## config.mk

```make
export PLATFORM = sky130hd
export DESIGN_NAME = lane_link_sequencer
export DESIGN_NICKNAME = d
export VERILOG_FILES = /design/src/rtl/lls_pkg.sv /design/src/rtl/lls_sync2.sv /design/src/rtl/lls_fsm.sv /design/src/rtl/lls_lane_mux.sv /design/src/rtl/lane_link_sequencer.sv
export SDC_FILE = /design/constraint.sdc
export NUM_CORES = 1
export LEC_CHECK = 0
export ABC_AREA = 1
export BUFFER_PORTS_ARGS = -buffer_cell sky130_fd_sc_hd__buf_2
export CAP_MARGIN = 10
export CORE_UTILIZATION = 40
export CTS_CLUSTER_SIZE = 10
export DETAILED_ROUTE_END_ITERATION = 10
export GPL_ROUTABILITY_DRIVEN = 0
export SETUP_SLACK_MARGIN = 0.05
export SYNTH_ARGS = -nofsm -noshare
export SYNTH_HDL_FRONTEND = slang
export SYNTH_HIERARCHICAL = 1
export SYNTH_SLANG_ARGS = --single-unit
```

## constraint.sdc

```tcl
create_clock -name clk -period 3.3 [get_ports clk]
set_input_delay 0.165 -clock clk [delete_from_list [all_inputs] [get_ports clk]]
set_output_delay 0.165 -clock clk [all_outputs]
set_load 0.05 [all_outputs]
```

## src/rtl/lls_pkg.sv

```systemverilog
package lls_pkg;
  typedef enum logic [1:0] {
    ST_RST  = 2'b00,
    ST_CGS  = 2'b01,
    ST_ILAS = 2'b10,
    ST_DATA = 2'b11
  } link_st_e;

  localparam logic [7:0] SYM_COMMA = 8'hBC;  // K28.5
  localparam logic [7:0] SYM_MSTART = 8'h1C; // K28.0
  localparam logic [7:0] SYM_MEND = 8'h7C;   // K28.3
endpackage

```

## src/rtl/lls_sync2.sv

```systemverilog
module lls_sync2 #(
  parameter logic RST_VAL = 1'b0
) (
  input  logic clk,
  input  logic rst,
  input  logic d,
  output logic q
);
  logic meta_q;

  always_ff @(posedge clk) begin
    if (rst) begin
      meta_q <= RST_VAL;
      q      <= RST_VAL;
    end else begin
      meta_q <= d;
      q      <= meta_q;
    end
  end
endmodule

```

## src/rtl/lls_fsm.sv

```systemverilog
module lls_fsm
  import lls_pkg::*;
#(
  parameter int MF_LEN      = 16,
  parameter int ILAS_MF     = 4,
  parameter int LOSS_CYCLES = 8,
  localparam int ILAS_LEN   = MF_LEN * ILAS_MF,
  localparam int IW         = (ILAS_LEN > 1) ? $clog2(ILAS_LEN) : 1,
  localparam int FW         = (MF_LEN > 1) ? $clog2(MF_LEN) : 1,
  localparam int LW         = $clog2(LOSS_CYCLES + 1)
) (
  input  logic          clk,
  input  logic          rst,
  input  logic          en,
  input  logic          hold,
  input  logic          sync_ok,
  input  logic          tick,
  output link_st_e      st_q,
  output link_st_e      st_d,
  output logic [FW-1:0] frm_d,
  output logic [IW-1:0] idx_d
);
  logic [IW-1:0] idx_q;
  logic [FW-1:0] frm_q;
  logic [LW-1:0] low_q, low_d;
  logic          in_link, lost;

  assign in_link = (st_q == ST_ILAS) || (st_q == ST_DATA);
  assign lost    = in_link && !sync_ok && (low_q == LW'(LOSS_CYCLES - 1));

  always_comb begin
    st_d  = st_q;
    idx_d = idx_q;
    frm_d = frm_q;
    low_d = (in_link && !sync_ok) ? low_q + LW'(1) : '0;
    unique case (st_q)
      ST_RST: st_d = ST_CGS;
      ST_CGS: begin
        if (tick && sync_ok && !hold) begin
          st_d  = ST_ILAS;
          idx_d = '0;
          frm_d = '0;
        end
      end
      ST_ILAS: begin
        if (lost) st_d = ST_CGS;
        else if (idx_q == IW'(ILAS_LEN - 1)) st_d = ST_DATA;
        else begin
          idx_d = idx_q + IW'(1);
          frm_d = (frm_q == FW'(MF_LEN - 1)) ? '0 : frm_q + FW'(1);
        end
      end
      ST_DATA: if (lost) st_d = ST_CGS;
      default: st_d = ST_RST;
    endcase
    if (!en) st_d = ST_RST;
    if (lost || !en) low_d = '0;
  end

  always_ff @(posedge clk) begin
    if (rst) begin
      st_q  <= ST_RST;
      idx_q <= '0;
      frm_q <= '0;
      low_q <= '0;
    end else begin
      st_q  <= st_d;
      idx_q <= idx_d;
      frm_q <= frm_d;
      low_q <= low_d;
    end
  end

  AST_EN_LOW_RESETS: assert property (@(posedge clk) disable iff (rst)
    !en |=> st_q == ST_RST);
  AST_HOLD_KEEPS_CGS: assert property (@(posedge clk) disable iff (rst)
    (st_q == ST_CGS && hold && en) |=> st_q == ST_CGS);
  AST_ILAS_ON_BOUNDARY: assert property (@(posedge clk) disable iff (rst)
    (st_q == ST_ILAS && $past(st_q) != ST_ILAS) |->
      ($past(st_q) == ST_CGS && $past(tick) && $past(sync_ok) && !$past(hold)));
  AST_DATA_AFTER_ILAS: assert property (@(posedge clk) disable iff (rst)
    (st_q == ST_DATA && $past(st_q) != ST_DATA) |-> $past(st_q) == ST_ILAS);
  AST_LOSS_NEEDS_LOW: assert property (@(posedge clk) disable iff (rst)
    (st_q == ST_CGS && ($past(st_q) == ST_ILAS || $past(st_q) == ST_DATA)) |->
      !$past(sync_ok));
endmodule

```

## src/rtl/lls_lane_mux.sv

```systemverilog
module lls_lane_mux
  import lls_pkg::*;
#(
  parameter int LANES     = 4,
  parameter int MF_LEN    = 16,
  parameter int ILAS_MF   = 4,
  localparam int ILAS_LEN = MF_LEN * ILAS_MF,
  localparam int IW       = (ILAS_LEN > 1) ? $clog2(ILAS_LEN) : 1,
  localparam int FW       = (MF_LEN > 1) ? $clog2(MF_LEN) : 1
) (
  input  logic               clk,
  input  logic               rst,
  input  link_st_e           st_d,
  input  logic [FW-1:0]      frm_d,
  input  logic [IW-1:0]      idx_d,
  input  logic [LANES*8-1:0] payload,
  output logic [LANES*8-1:0] lane_data,
  output logic [LANES-1:0]   lane_ctrl
);
  logic [7:0] ilas_byte;
  logic       ilas_ctrl;

  always_comb begin
    if (frm_d == '0) begin
      ilas_byte = SYM_MSTART;
      ilas_ctrl = 1'b1;
    end else if (frm_d == FW'(MF_LEN - 1)) begin
      ilas_byte = SYM_MEND;
      ilas_ctrl = 1'b1;
    end else begin
      ilas_byte = 8'(idx_d);
      ilas_ctrl = 1'b0;
    end
  end

  for (genvar g = 0; g < LANES; g++) begin : g_lane
    always_ff @(posedge clk) begin
      if (rst) begin
        lane_data[g*8 +: 8] <= '0;
        lane_ctrl[g]        <= 1'b0;
      end else begin
        unique case (st_d)
          ST_CGS: begin
            lane_data[g*8 +: 8] <= SYM_COMMA;
            lane_ctrl[g]        <= 1'b1;
          end
          ST_ILAS: begin
            lane_data[g*8 +: 8] <= ilas_byte;
            lane_ctrl[g]        <= ilas_ctrl;
          end
          ST_DATA: begin
            lane_data[g*8 +: 8] <= payload[g*8 +: 8];
            lane_ctrl[g]        <= 1'b0;
          end
          default: begin
            lane_data[g*8 +: 8] <= '0;
            lane_ctrl[g]        <= 1'b0;
          end
        endcase
      end
    end
  end
endmodule

```

## src/rtl/lane_link_sequencer.sv

```systemverilog
module lane_link_sequencer
  import lls_pkg::*;
#(
  parameter int LANES       = 4,
  parameter int MF_LEN      = 16,
  parameter int ILAS_MF     = 4,
  parameter int LOSS_CYCLES = 8,
  localparam int ILAS_LEN   = MF_LEN * ILAS_MF,
  localparam int IW         = (ILAS_LEN > 1) ? $clog2(ILAS_LEN) : 1,
  localparam int FW         = (MF_LEN > 1) ? $clog2(MF_LEN) : 1
) (
  input  logic               clk,
  input  logic               rst,
  input  logic               en,
  input  logic               hold_cgs,
  input  logic               sync_n,
  input  logic               lmfc_tick,
  input  logic [LANES*8-1:0] payload,
  output logic [LANES*8-1:0] lane_data,
  output logic [LANES-1:0]   lane_ctrl,
  output logic [1:0]         link_state,
  output logic               link_rst
);
  logic          sync_ok;
  link_st_e      st_q, st_d;
  logic [FW-1:0] frm_d;
  logic [IW-1:0] idx_d;

  lls_sync2 #(.RST_VAL(1'b0)) u_sync (
    .clk(clk), .rst(rst), .d(sync_n), .q(sync_ok)
  );

  lls_fsm #(.MF_LEN(MF_LEN), .ILAS_MF(ILAS_MF), .LOSS_CYCLES(LOSS_CYCLES)) u_fsm (
    .clk(clk), .rst(rst), .en(en), .hold(hold_cgs), .sync_ok(sync_ok),
    .tick(lmfc_tick), .st_q(st_q), .st_d(st_d), .frm_d(frm_d), .idx_d(idx_d)
  );

  lls_lane_mux #(.LANES(LANES), .MF_LEN(MF_LEN), .ILAS_MF(ILAS_MF)) u_mux (
    .clk(clk), .rst(rst), .st_d(st_d), .frm_d(frm_d), .idx_d(idx_d),
    .payload(payload), .lane_data(lane_data), .lane_ctrl(lane_ctrl)
  );

  assign link_state = st_q;
  assign link_rst   = (st_q == ST_RST);

  AST_RST_SILENT: assert property (@(posedge clk) disable iff (rst)
    (link_state == ST_RST) |-> (lane_ctrl == '0 && lane_data == '0));
  AST_CGS_COMMA: assert property (@(posedge clk) disable iff (rst)
    (link_state == ST_CGS) |-> (lane_ctrl == '1 && lane_data == {LANES{SYM_COMMA}}));
  AST_DATA_NO_CTRL: assert property (@(posedge clk) disable iff (rst)
    (link_state == ST_DATA) |-> lane_ctrl == '0);
endmodule

```

==> After elaboration in Yosys (flattened, before gate mapping) <==
Cells that the tools add are included.
{ "word_totals": {"regBits": 51, "elab_cells": 61, "output_inout_bits": 39, "input_bits": 38} }
{ "classes": {"n_mux": 24, "n_reduce_logical": 12, "n_eq_ne": 10, "addsub": 3, "bitwise_logic": 1} }
{ "ops": {"columns": ["operator", "count"], "rows": [
  ["case mux 8 bit (3 select lines)", 4],
  ["two-way mux 6 bit", 3],
  ["two-way mux 4 bit", 4],
  ["case mux 6 bit (2 select lines)", 1],
  ["two-way mux 2 bit", 5],
  ["adder 4 x 1 -> 4 bit, second input constant", 2],
  ["equality test 2 bit, second input constant", 4],
  ["equality test 4 bit, second input constant", 2],
  ["two-way mux 8 bit", 1],
  ["case mux 2 bit (4 select lines)", 1],
  ["case mux 4 bit (2 select lines)", 1],
  ["two-way mux 7 bit", 1],
  ["adder 6 x 1 -> 6 bit, second input constant", 1],
  ["equality test 6 bit, second input constant", 1],
  ["equality test 2 x 1 -> 1 bit, second input constant", 2],
  ["equality test 4 x 3 -> 1 bit, second input constant", 1],
  ["logical AND 1 bit", 4],
  ["logical NOT 4 bit", 1],
  ["logical NOT 1 bit", 3],
  ["OR reduction 3 bit", 1],
  ["logical NOT 2 bit", 1],
  ["logical OR 1 bit", 2],
  ["two-way mux 1 bit", 2],
  ["case mux 1 bit (2 select lines)", 1],
  ["NOT 1 bit", 1]
]} }

==> Longest topological paths before layout <==
Gate-level depths: netlist of the first run.
{ "logic_depth": {"depth_word": 10, "mapped_depth": 19, "mapped_depth_nobuf": 18} }

==> Modules after synthesis <==
Netlist of the first run, hierarchy kept.
{ "by_module_without_submodules": {"columns": ["module", "seq_area_each_um2", "area_each_um2", "n_inst", "cells_each"], "rows": [
  ["lls_lane_mux", 660.6, 1366.3, 1, 183],
  ["lls_fsm", 320.3, 1128.6, 1, 168],
  ["lls_sync2", 40.0, 55.1, 1, 6],
  ["lane_link_sequencer", 0.0, 3.8, 1, 1]
]} }

==> Worst setup path before layout of the first run <==
Ideal clock, no wire load.
{ "synth_path": {"path_kind": "reg2reg", "startpoint": "register u_fsm.st_q[0]", "endpoint": "register u_mux.lane_data[16]", "n_path_buf": 2, "synth_period_minus_slack_ps": 2669, "slack_ps": 631, "arrival_time_ps": 2598, "setup_ps": 71, "stages_incl_launch_ff": 16, "required_ps": 3229, "cell_sequence": "dfxtp_1 -> inv_1 -> ha_1 -> buf_6 -> o21bai_1 -> nor2_2 -> nor2_1 -> nand2_1 -> nand2_1 -> nand2_1 -> inv_1 -> inv_1 -> ha_1 -> or2_1 -> clkbuf_1 -> a21oi_1"} }
{ "synth_via": {"elab_cells_between_ends": 25, "cone_classes": "eq/ne: 7; mux: 13; reduce/logical: 5"} }
{ "synth_rtl": {"columns": ["element", "line", "source"], "rows": [
  ["from (decl)", "lls_fsm.sv:18", "output link_st_e st_q,"],
  ["from (signal assigned)", "lls_fsm.sv:67", "st_q <= st_d;"],
  ["equality test 2 bit", "lls_fsm.sv:28, lls_fsm.sv:36", null],
  ["logical OR 1 bit", "lls_fsm.sv:28", "assign in_link = (st_q == ST_ILAS) || (st_q == ST_DATA);"],
  ["logical AND 1 bit (2 in a row)", "lls_fsm.sv:29", "assign lost = in_link && !sync_ok && (low_q == LW'(LOSS_CYCLES - 1));"],
  ["two-way mux 2 bit (on tied branches)", "lls_fsm.sv:53, lls_fsm.sv:46", null],
  ["case mux 2 bit (4 select lines) *", "lls_fsm.sv:36", "unique case (st_q)"],
  ["two-way mux 2 bit *", "lls_fsm.sv:56", "if (!en) st_d = ST_RST;"],
  ["named net st_d[1]", "lane_link_sequencer.sv:25", "link_st_e st_q, st_d;"],
  ["equality test 2 bit or equality test 2 x 1 -> 1 bit (tied branches)", "lls_lane_mux.sv:42", "unique case (st_d)"],
  ["case mux 8 bit (3 select lines) *", "lls_lane_mux.sv:42", null],
  ["to (signal, indexed assignment)", "lls_lane_mux.sv:48", "lane_data[g*8 +: 8] <= ilas_byte;"],
  ["to (signal, indexed assignment)", "lls_lane_mux.sv:52", "lane_data[g*8 +: 8] <= payload[g*8 +: 8];"],
  ["to (decl)", "lls_lane_mux.sv:17", "output logic [LANES*8-1:0] lane_data,"]
]} }
Mark *: on every way through the listed nets, which the timed path passes. The rest lies on a longest branch.
A chain may end at the register's enable or synchronous reset.

==> Final worst setup path of the first run <==
{ "layout_path": {"startpoint": "register u_fsm.st_q[0]", "endpoint": "register u_mux.lane_data[3]"} }
The elaborated chain is that of the path after synthesis.

==> results.md, run 1 <==
- Later-pin clock latency in the skew report: 0.31 ns
- Area Overhead vs Synth: 20.14%
- Seq cells post-synth: 51
- FMAX: about 360 MHz
- TritonCTS Buffers: 5
- Share of cells above drive strength 1: 27.44%
- RSZ-0062 raised after global routing: false
- Crit-path max FO: 9
- Setup TNS Final: 0 ns
- Slew Viols, Final: 0
- Critical path class: reg -> reg
- Vias: 2343
- IO buf count: 76
- Die X: between 80 and 90 µm
- Post-Syn Area per Cell: 7.133 µm²
- GRT Total Usage: ~17%
- Gr ovfl total: 0
- DRT iter0 DRCs: 52
- FF/Latch Area: between 0.001 and 0.0015 mm²
- Multi-input gate area in the final layout: 0.001240 mm²
- Cell Area, Synth: between 0.002 and 0.003 mm²
- CTS clk-pin slew, worst paths: 0.10 ns
- Internal: 906.4 µW
- Min-Delay Path Class: in -> reg
- Peak VDD IR: roughly 0.26 mV
- Final Setup Violations: 0
- Top-Level Pins: 77
- Ranking of synthesized cells by area: dfxtp_1 (40%), nand2_1 (15%), inv_1 (7.6%)
- Part of the power in the clock network: roughly 36%
- Logic pwr share: roughly 13%
- Placement row count: 28
- Residual DRC: 0
- Clk buf depth: 2
- Final period util: between 80% and 90%
- Most frequent cell after synthesis: nand2_1
- Nets: 479
- Sw frac: 27.29%
- First-pass GRT wire length: about 8.9 mm
- EDFF count, synth: 0
- Largest net degree at the start of global routing: 26
- Sequential share of the synthesized area: around 40%
- Vert. Die Dim: a little over 80 µm
- Cell area power density: 406.3 mW/mm²
- Synth top area share: roughly 40%
- CP required: 3.52 ns
- Crit path time final: between 2 and 3 ns
- Routed WL per cell: between 10 and 15 µm
- ANT cells: 0
- Post-synthesis async set-or-reset flop share: 0%
- TritonRoute pass-1 iters: 4
- Pleak: ~1.7 nW
- Antenna Violating Nets Remaining: 0
- Starting Density: between 40% and 50%
- DIE AREA: roughly 0.0067 mm²
- Cell count after synthesis: ~360
- Final wirelength: 5.444 mm
- Slew margin rel.: roughly three fifths
- Clock sinks: between 50 and 60
- Post-DP HPWL: 4.098 mm
- Core area: around 0.006 mm²
- CP Capture Type: flop
- YS warnings: 6
- Least-Margin Pin Slew: roughly 0.62 ns
- Hold path depth: 3
- Sequential Power Share: 51.3%
- Post-synth cell types: 30
- Total Power: roughly 1.2 mW
- Post-cts resize count: 0
- Synth top cells by count: nand2_1 (102), inv_1 (52), dfxtp_1 (51)
- Synth area leader: dfxtp_1
- Fin area: 0.003068 mm²
- Synth Flop Type: dfxtp_1
- Reg2Reg Depth: 16
- Fill count: between 600 and 700
- Status: completed
- Skew final: between 0.01 and 0.015 ns
- Max H-tree Level: 2
- Net Switching: roughly 340 µW
- Postcts setup bufs: 0
- WP data arrival: between 2 and 3 ns
- CTS tree: built
- Clock Tree Root: clkbuf_8
- Syn Nets: slightly above 400
- Max cap viols: 0
- Placed Area: slightly below 0.003 mm²
- Initial antenna violation count: 0
- Hold violation count in the final report: 0
- Vias/cell: ~4.6
- Number of global-route vias before repair: approximately 2100
- Hold Buf Count CTS: 0
- Startpoint types: flop
- Final Core Density: around half
## stage by stage
step                      hold slack [ns]  setup slack (ns)  std cells
final                             0.05758            0.5595        505
after floorplan                    0.2341            0.6314        358
after detailed placement           0.3803            0.5404        497
after CTS                         0.05235            0.5303        505
after global routing              0.05993            0.1867        505
after global placement             0.3775            0.6231        497
## state kept, by name, summed over array words and instances, names as in the netlist
name and cells:
u_sync/meta_q 1, u_fsm/frm_q 4, u_mux/lane_ctrl 1, u_fsm/st_q 2, u_fsm/low_q 4, u_mux/lane_data 32, u_sync/q 1, u_fsm/idx_q 6
## layer usage
| layer | track usage [%] | vias up | part of all wire, % |
|---|---|---|---|
| met5 | 0 | - | 0 |
| met1 | 21.32 | 1040 | 49 |
| met4 | 4.035 | 0 | 0.73 |
| met2 | 28.93 | 60 | 45 |
| met3 | 4.333 | 4 | 5.8 |
| li1 | - | 1239 | - |
## layout by cell type, fill, tap and decap left out, types with 5 or more instances in the layout
master / netlist / layout
nand2_1: 102 / 102
clkbuf_8: 0 / 5
a21oi_2: 5 / 5
o21ai_0: 7 / 7
a21oi_1: 25 / 25
buf_2: 6 / 76
inv_1: 52 / 52
nand2_2: 6 / 6
dfxtp_1: 51 / 51
nor2_1: 25 / 25
nor2_2: 7 / 7
nand3_1: 26 / 26
ha_1: 12 / 12
## worst max-delay path, stage by stage, from the launching register on
cell     delay, ns
dfxtp_1       0.39
inv_1         0.12
ha_1          0.42
nor2_4        0.05
nor2_2        0.12
nand2_4       0.10
nand2_4       0.10
nand2_4       0.07
a21oi_1       0.32
inv_1         0.12
ha_1          0.28
nand2_1       0.09
inv_1         0.08
nand2_1       0.16
nand3_1       0.09
nand2_1       0.09
inv_1         0.05
## path summary, 6_finish.rpt
kind / from / endpoint / slack, ns
worst min-delay path: sync_n / u_sync/meta_q$_SDFF_PP0_ / 0.06
worst min register to register: u_sync/meta_q$_SDFF_PP0_ / u_sync/q$_SDFF_PP0_ / 0.41
worst max-delay path: u_fsm/st_q[0]$_SDFF_PP0_ / u_mux/lane_data[3]$_SDFF_PP0_ / 0.56
worst max register to register: u_fsm/st_q[0]$_SDFF_PP0_ / u_mux/lane_data[3]$_SDFF_PP0_ / 0.56
## cells by family after synthesis
logic type | after synthesis | share of synthesized area (%)
AOI/OAI and AO/OA | 43 | 9.848
xor gates and xnor gates | 2 | 0.6861
adders and majority gates | 12 | 5.879
buffers and inverters | 69 | 11.46
DFF | 51 | 39.98
and+or+nand+nor | 181 | 32.14
## area by class of cell
| type | count | area share [%] |
|---|---|---|
| Clock buffer | 5 | 2.243 |
| Inverter | 56 | 6.852 |
| Sequential cell | 51 | 33.28 |
| Clock inverter | 3 | 1.509 |
| Timing Repair Buffer | 77 | 12.64 |
| Tap cell | 75 | 3.059 |
| Multi-Input combinational cell | 238 | 40.42 |
## power groups by stage
| stage | logic (mW) | clock network (mW) | registers [mW] |
|---|---|---|---|
| detailed placement | 0.161 | 0 | 0.653 |
| finish | 0.160 | 0.448 | 0.639 |
| global route | 0.176 | 0.490 | 0.642 |
| floorplan | 0.0592 | 0 | 0.708 |
| global placement | 0.161 | 0 | 0.654 |
| CTS | 0.162 | 0.465 | 0.639 |
No activity file was read; power rests on OpenSTA's default activity.
==> inputs of run 2 (changes only) <==
- ABC_AREA: 1 -> 0
- PLACE_DENSITY: default -> 0.68
- clock period: 3.3 -> 2.4 ns (I/O delays scaled with it)
==> results.md, run 2 <==
- Status: completed (unchanged)
- Post-synthesis async set-or-reset flop share: 0% (unchanged)
- Critical path class: reg -> reg (unchanged)
- Residual DRC: 0 (unchanged)
- CTS clk-pin slew, worst paths: 0.10 ns (about the same)
- Leading cell type in the layout, fill and taps excluded: buf_2 (was nand2_1)
- Crit-path max FO: 4 (was 9)
- Most frequent cells in the layout: buf_2 (76), dfxtp_1 (45), nand2_1 (36) (was nand2_1 (102), buf_2 (76), inv_1 (52))
- Clock sinks: 51 (unchanged)
- GRT Total Usage: 19.12% (was 17.00%)
- Final wirelength: 6.002 mm (was 5.444 mm)
- Cell Area, Synth: 0.002445 mm² (was 0.002554 mm²)
- Skew final: 0.009697 ns (was 0.01009 ns)
- Sequential share of the synthesized area: 41.76% (was 39.98%)
- Top flop regs: u_mux/lane_data (32), u_fsm/idx_q (6) (unchanged)
- Starting Density: 41.29% (was 42.38%)
- Antenna Violating Nets Remaining: 0 (unchanged)
- Vias/cell: 5.200 (was 4.640)
- Synth Flop Type: dfxtp_1 (unchanged)
- Pleak: 1.481 nW (was 1.690 nW)
- Fin area: 0.003580 mm² (was 0.003068 mm²)
- Max FFs per register: 32 (unchanged)
- Hold violation count in the final report: 0 (unchanged)
- Vert. Die Dim: 80.18 µm (was 81.90 µm)
- RSZ-0062 raised after global routing: true (was false)
- Least-Margin Pin Slew: 0.5982 ns (was 0.6237 ns)
- Synth area leader: dfxtp_1 (unchanged)
- Syn Nets: 311 (was 408)
- Number of global-route vias before repair: 2183 (was 2142)
- DRT iter0 DRCs: 81 (was 52)
- Area Overhead vs Synth: 46.42% (was 20.14%)
- Ranking of synthesized cells by area: dfxtp_1 (42%), ha_1 (6.1%), nand2_1 (5.8%) (was dfxtp_1 (40%), nand2_1 (15%), inv_1 (7.6%))
- Max cap viols: 0 (unchanged)
- Startpoint types: flop (unchanged)
- Crit path time final: 2.358 ns (was 2.741 ns)
- YS warnings: 6 (unchanged)
- Total Power: 1.821 mW (was 1.247 mW)
- CTS tree: built (unchanged)
- DIE AREA: 0.006429 mm² (was 0.006708 mm²)
- Fill count: 506 (was 641)
- WP data arrival: 2.56 ns (was 2.96 ns)
- Placement row count: 28 (unchanged)
- CP required: 2.61 ns (was 3.52 ns)
- EDFF count, synth: 0 (unchanged)
- Largest net degree at the start of global routing: 31 (was 26)
- Share of cells above drive strength 1: 52.05% (was 27.44%)
- Routed WL per cell: 13.64 µm (was 10.78 µm)
- Later-pin clock latency in the skew report: 0.31 ns (about the same)
- IO buf count: 76 (unchanged)
- Synth top area share: 41.76% (was 39.98%)
- Initial antenna violation count: 0 (unchanged)
- Cell area power density: 508.8 mW/mm² (was 406.3 mW/mm²)
- Gr ovfl total: 0 (unchanged)
- Die X: 80.18 µm (was 81.90 µm)
- Synth top cells by count: dfxtp_1 (51), nand2_1 (38), a21oi_1 (27) (was nand2_1 (102), inv_1 (52), dfxtp_1 (51))
- Hold Buf Count CTS: 0 (unchanged)
- ANT cells: 0 (unchanged)
- Nets: 414 (was 479)
- Final period util: 98.26% (was 83.05%)
- Post-synth cell types: 58 (was 30)
- Most flops, register: u_mux/lane_data (unchanged)
- First-pass GRT wire length: 9.611 mm (was 8.928 mm)
- Placed Area: 0.003253 mm² (was 0.002953 mm²)
- Top-Level Pins: 77 (unchanged)
- Slew Viols, Final: 0 (unchanged)
- Final Setup Violations: 0 (unchanged)
- FMAX: 424.1 MHz (was 364.9 MHz)
- TritonRoute pass-1 iters: 4 (unchanged)
- CP Capture Type: flop (unchanged)
- Peak VDD IR: 0.3505 mV (was 0.2606 mV)
- Vias: 2288 (was 2343)
- Slew margin rel.: 60.12% (was 58.32%)
- TritonCTS Buffers: 5 (unchanged)
- Max H-tree Level: 2 (unchanged)
- Post-Syn Area per Cell: 9.367 µm² (was 7.133 µm²)
- Clk buf depth: 2 (unchanged)
- Post-DP HPWL: 4.266 mm (was 4.098 mm)
- Seq cells post-synth: 51 (unchanged)
- Cell count after synthesis: 261 (was 358)
- Clock Tree Root: clkbuf_8 (unchanged)
- Most frequent cell after synthesis: dfxtp_1 (was nand2_1)
- Core area: 0.005921 mm² (was 0.006026 mm²)
- Min-Delay Path Class: in -> reg (unchanged)
==> run 2: cell types whose count changed in the layout (fill, tap and decap cells not counted), moves of 5 or more <==
cell	delta
nor2_1	-16
a21oi_2	+5
nand2_1	-66
nand3_1	-23
inv_1	-43
ha_4	+5
ha_1	-7
buf_4	+28
nor2_2	-7
dfxtp_1	-6
==> run 2: worst paths after layout <==
path | slack, ns | start | depth (start not counted) | endpoint
worst max-delay path | 0.04 | u_fsm/low_q[0]$_SDFF_PP0_ | 9 | u_mux/lane_data[8]$_SDFF_PP0_
worst min-delay path | 0.03 | sync_n | 2 | u_sync/meta_q$_SDFF_PP0_
worst max register to register | 0.04 | u_fsm/low_q[0]$_SDFF_PP0_ | 9 | u_mux/lane_data[8]$_SDFF_PP0_
worst min register to register | 0.45 | u_fsm/low_q[0]$_SDFF_PP0_ | 1 | u_fsm/low_q[0]$_SDFF_PP0_
==> run 2: layout make-up <==
type                            instances  area [µm²]  area share, %
Clock inverter                          3       67.56          1.887
Clock buffer                            5       68.82          1.922
Inverter                               12       50.05          1.398
Multi-Input combinational cell        185        1603          44.77
Sequential cell                        51        1036          28.94
Timing Repair Buffer                  109       660.6          18.46
Tap cell                               75       93.84          2.621
==> run 2: report_power, final <==
part,total [mW],internal [mW],switching [mW],leakage [nW]
logic,0.243,0.0814,0.161,0.997
registers,0.873,0.865,0.00730,0.420
clock network,0.706,0.416,0.291,0.0644
total,1.82,1.36,0.459,1.48
==> run 2: layer usage <==
layer  up-vias  GRT usage, %  part of all wire, %
li1       1149             -                    -
met1      1074         22.89                   44
met2        59         33.68                   51
met3         6         4.545                  4.0
met4         0         5.714                  1.2
met5         -             0                    0
==> run 2: per-stage QoR <==
step                      setup TNS (ns)  hold slack, ns  cells  util (%)  setup WS (ns)
after floorplan                  -0.1319          0.1916    261         -       -0.03297
after global placement           -0.1997          0.3298    421     54.95       -0.02867
after detailed placement         -0.7996          0.3490    421     54.95       -0.08888
after CTS                              0         0.02377    437     59.04        0.02021
after global routing             -0.4092         0.02402    440     60.46       -0.04991
final                                  0         0.03077    440     60.46        0.04186
==> run 2: logic make-up after synthesis <==
| kind of cell | share of synthesized area, % |
|---|---|
| AO/OA/AOI/OAI | 24.82 |
| adder cells (fa/ha/maj) | 6.141 |
| XOR/XNOR | 0.7166 |
| flip-flops | 41.76 |
| AND/OR/NAND/NOR | 20.62 |
| multiplexers | 1.279 |
| buffers and inverters | 4.657 |
==> run 2: critical path: stages (launching register included) <==
cell and delay (ns):
dfxtp_4 0.38, ha_4 0.15, nand4bb_4 0.17, o221a_4 0.32, a41oi_4 0.25, a31oi_4 0.08
buf_4 0.17, or4_4 0.52, nand4_4 0.16, a21oi_2 0.07
==> run 2: repair_timing <==
item	in CTS	in global routing
cloned	1	0
gates resized for setup	10	17
pin swaps	9	16
setup buffers	7	3
endpoints found under the setup margin	33	33
endpoints found under the hold margin	0	0
==> inputs of run 3 (changes only) <==
- PLACE_DENSITY: 0.68 -> 0.65
- RECOVER_POWER: default -> 100
- SYNTH_HIERARCHICAL: 1 -> default
- clock period: 2.4 -> 2.2 ns (I/O delays scaled with it)
==> results.md, run 3 <==
- Post-Syn Area per Cell: 8.977 µm² (was 9.367 µm²)
- R2R Setup Slk: -0.15 ns (was 0.04 ns)
- Clock sinks: 51 (unchanged)
- FMAX: 425.4 MHz (was 424.1 MHz)
- Hold path depth: 3 (was 2)
- Placed Area: 0.003257 mm² (was 0.003253 mm²)
- Most frequent cell after synthesis: dfxtp_1 (unchanged)
- Cell area power density: 519.1 mW/mm² (was 508.8 mW/mm²)
- Core area: 0.005675 mm² (was 0.005921 mm²)
- Max FFs per register: 32 (unchanged)
- Post-DP HPWL: 4.714 mm (was 4.266 mm)
- Multi-input gate area in the final layout: 0.001524 mm² (was 0.001603 mm²)
- Sw frac: 26.75% (was 25.21%)
- Post-synthesis async set-or-reset flop share: 0% (unchanged)
- Antenna Violating Nets Remaining: 0 (unchanged)
- TritonCTS Buffers: 5 (unchanged)
- Most frequent cells in the layout: buf_4 (49), dfxtp_1 (47), clkbuf_1 (39) (was buf_2 (76), dfxtp_1 (45), nand2_1 (36))
- Vert. Die Dim: 79.70 µm (was 80.18 µm)
- Routed WL per cell: 13.78 µm (was 13.64 µm)
- Largest net degree at the start of global routing: 18 (was 31)
- Part of the power in the clock network: 35.6% (was 38.8%)
- Initial antenna violation count: 0 (unchanged)
- Ranking of synthesized cells by area: dfxtp_1 (42%), ha_1 (6.2%), nand2_1 (6.1%) (was dfxtp_1 (42%), ha_1 (6.1%), nand2_1 (5.8%))
- Gr ovfl total: 0 (unchanged)
- EDFF count, synth: 0 (unchanged)
- Nets: 450 (was 414)
- Setup TNS Final: -2.852 ns (was 0 ns)
- Total Power: 1.885 mW (was 1.821 mW)
- FF/Latch Area: 0.001031 mm² (was 0.001036 mm²)
- Final period util: 106.8% (was 98.26%)
- Fill count: 508 (was 506)
- CTS clk-pin slew, worst paths: 0.10 ns (about the same)
- Hold Path End: u_mux.lane_data[7]$_SDFF_PP0_ (was u_sync/meta_q$_SDFF_PP0_)
- Max cap viols: 0 (unchanged)
- ANT cells: 0 (unchanged)
- Later-pin clock latency in the skew report: 0.31 ns (about the same)
- Sequential Power Share: 50.2% (was 47.9%)
- CTS tree: built (unchanged)
- Sequential share of the synthesized area: 42.28% (was 41.76%)
- Vias/cell: 5.188 (was 5.200)
- WHS: 0.02073 ns (was 0.03077 ns)
- Post-synth cell types: 51 (was 58)
- Area Overhead vs Synth: 50.36% (was 46.42%)
- Synth Flop Type: dfxtp_1 (unchanged)
- Final wirelength: 6.518 mm (was 6.002 mm)
- Hold Path Origin: payload[7] (was sync_n)
- Final Core Density: 63.98% (was 60.46%)
- Startpoint types: flop (unchanged)
- Reg2Reg Depth: 9 (unchanged)
- Fin area: 0.003631 mm² (was 0.003580 mm²)
- YS warnings: 0 (was 6)
- Setup WS post-layout: -0.1505 ns (was 0.04186 ns)
- RSZ-0062 raised after global routing: true (unchanged)
- IO buf count: 76 (unchanged)
- Crit path time final: 2.350 ns (was 2.358 ns)
- Residual DRC: 0 (unchanged)
- First-pass GRT wire length: 10.34 mm (was 9.611 mm)
- Pleak: 1.554 nW (was 1.481 nW)
- Min-Delay Path Class: in -> reg (unchanged)
- Max H-tree Level: 2 (unchanged)
- Slew Viols, Final: 0 (unchanged)
- Starting Density: 42.55% (was 41.29%)
- Synth area leader: dfxtp_1 (unchanged)
- Crit-path max FO: 7 (was 4)
- Die X: 79.70 µm (was 80.18 µm)
- Seq cells post-synth: 51 (unchanged)
- Skew final: 0.008571 ns (was 0.009697 ns)
- Reg2Reg Capture Point: u_mux.lane_data[8]$_SDFF_PP0_ (was u_mux/lane_data[8]$_SDFF_PP0_)
- Clock Tree Root: clkbuf_8 (unchanged)
- Status: finished with violations (was completed)
- TritonRoute pass-1 iters: 4 (unchanged)
- Synth top area share: 42.28% (was 41.76%)
- Least-Margin Pin Slew: 0.6144 ns (was 0.5982 ns)
- CP required: 2.45 ns (was 2.61 ns)
- Logic pwr share: 14.2% (was 13.3%)
- DIE AREA: 0.006352 mm² (was 0.006429 mm²)
- Internal: 1.381 mW (was 1.362 mW)
- Leading cell type in the layout, fill and taps excluded: buf_4 (was buf_2)
- Syn Nets: 319 (was 311)
- CP Capture Type: flop (unchanged)
- Top flop regs: u_mux.lane_data (32), u_fsm.idx_q (6) (was u_mux/lane_data (32), u_fsm/idx_q (6))
- Vias: 2454 (was 2288)
- Share of cells above drive strength 1: 40.65% (was 52.05%)
- DRT iter0 DRCs: 119 (was 81)
- Number of global-route vias before repair: 2352 (was 2183)
- Critical path class: reg -> reg (unchanged)
- Slew margin rel.: 59.21% (was 60.12%)
- GRT Total Usage: 20.78% (was 19.12%)
- WP data arrival: 2.60 ns (was 2.56 ns)
- Net Switching: 504.2 µW (was 459.2 µW)
- Final Setup Violations: 32 (was 0)
- Cell count after synthesis: 269 (was 261)
- Clk buf depth: 2 (unchanged)
- Worst R2R Start: u_fsm.st_q[0]$_SDFF_PP0_ (was u_fsm/low_q[0]$_SDFF_PP0_)
- Cell Area, Synth: 0.002415 mm² (was 0.002445 mm²)
- Hold violation count in the final report: 0 (unchanged)
- Failing checks: setup timing
- Peak VDD IR: 0.3584 mV (was 0.3505 mV)
- Top-Level Pins: 77 (unchanged)
- Synth top cells by count: dfxtp_1 (51), nand2_1 (39), nor2_1 (23) (was dfxtp_1 (51), nand2_1 (38), a21oi_1 (27))
- Most flops, register: u_mux.lane_data (was u_mux/lane_data)
- Placement row count: 27 (was 28)
[run 3: cell types whose count changed in the layout (fill, tap and decap cells not counted), moves of 7 or more]
cell,change
clkbuf_1,+39
dlygate4sd3_1,+9
a21o_1,+7
buf_4,+20
a21oi_1,-10
buf_2,-38
a21oi_2,-7
nor2_1,+9
a221oi_2,+7
nand3_1,+9
[run 3: metrics by stage]
stage | setup WS (ns) | std cells
2_1_floorplan | -0.1463 | 269
3_5_place_dp | -0.3526 | 451
6_report | -0.1505 | 473
5_1_grt | -0.2739 | 473
4_1_cts | -0.1669 | 471
3_3_place_gp | -0.2561 | 451
[run 3: metal layers]
| layer | global-route usage (%) | vias to the layer above | part of all wire [%] |
|---|---|---|---|
| met5 | 0 | - | 0 |
| met4 | 6.000 | 0 | 1.2 |
| met3 | 4.229 | 9 | 5.1 |
| met2 | 36.92 | 88 | 48 |
| met1 | 25.00 | 1133 | 45 |
| li1 | - | 1224 | - |
[run 3: cell type report]
| type | count | area share [%] |
|---|---|---|
| clock inverters | 3 | 1.275 |
| inverters | 10 | 1.103 |
| flip-flops and latches | 51 | 28.39 |
| well taps | 72 | 2.481 |
| multi-input cells | 194 | 41.97 |
| clock buffers | 5 | 1.895 |
| repair buffers | 138 | 22.88 |
[run 3: worst max path at each step]
stage                              startpoint                              to  slack, ns
global route         u_fsm.st_q[0]$_SDFF_PP0_  u_mux.lane_data[16]$_SDFF_PP0_      -0.27
finish               u_fsm.st_q[0]$_SDFF_PP0_   u_mux.lane_data[8]$_SDFF_PP0_      -0.15
floorplan            u_fsm.st_q[0]$_SDFF_PP0_  u_mux.lane_data[19]$_SDFF_PP0_      -0.15
detailed placement  u_fsm.idx_q[0]$_SDFF_PP0_  u_mux.lane_data[12]$_SDFF_PP0_      -0.35
global placement    u_fsm.idx_q[0]$_SDFF_PP0_   u_mux.lane_data[0]$_SDFF_PP0_      -0.26
CTS                  u_fsm.st_q[0]$_SDFF_PP0_  u_mux.lane_data[21]$_SDFF_PP0_      -0.17
[run 3: critical path: stages, from the launching register on]
cell	delay, ns
dfxtp_4	0.38
ha_2	0.19
or2_4	0.26
a22oi_4	0.29
o21ai_4	0.13
a22oi_2	0.28
nor4_4	0.10
buf_4	0.17
nor4_4	0.37
a21o_1	0.12
[run 3: power by group through the flow]
stage / registers [mW] / logic [mW] / clock network, mW
floorplan: 1.03 / 0.0914 / 0
global placement: 0.967 / 0.238 / 0
detailed placement: 0.967 / 0.241 / 0
CTS: 0.946 / 0.264 / 0.695
global route: 0.949 / 0.285 / 0.722
finish: 0.947 / 0.267 / 0.671
[run 3: kinds of logic after synthesis]
logic type | Yosys count | synth area share, %
AOI/OAI and AO/OA | 67 | 21.81
xor gates and xnor gates | 2 | 0.7255
buffers and inverters | 24 | 5.130
muxes | 1 | 0.4145
adders and majority gates | 12 | 6.217
DFF | 51 | 42.28
and+or+nand+nor | 112 | 23.42
[run 3: timing repair]
| action | in CTS | in global routing |
|---|---|---|
| resized for setup | 27 | 16 |
| cloned | 0 | 0 |
| endpoints found under the hold margin | 9 | 0 |
| buffers inserted | 3 | 2 |
| endpoints found under the setup margin | 33 | 34 |
| hold buffers | 9 | 0 |
| pin swaps | 15 | 9 |
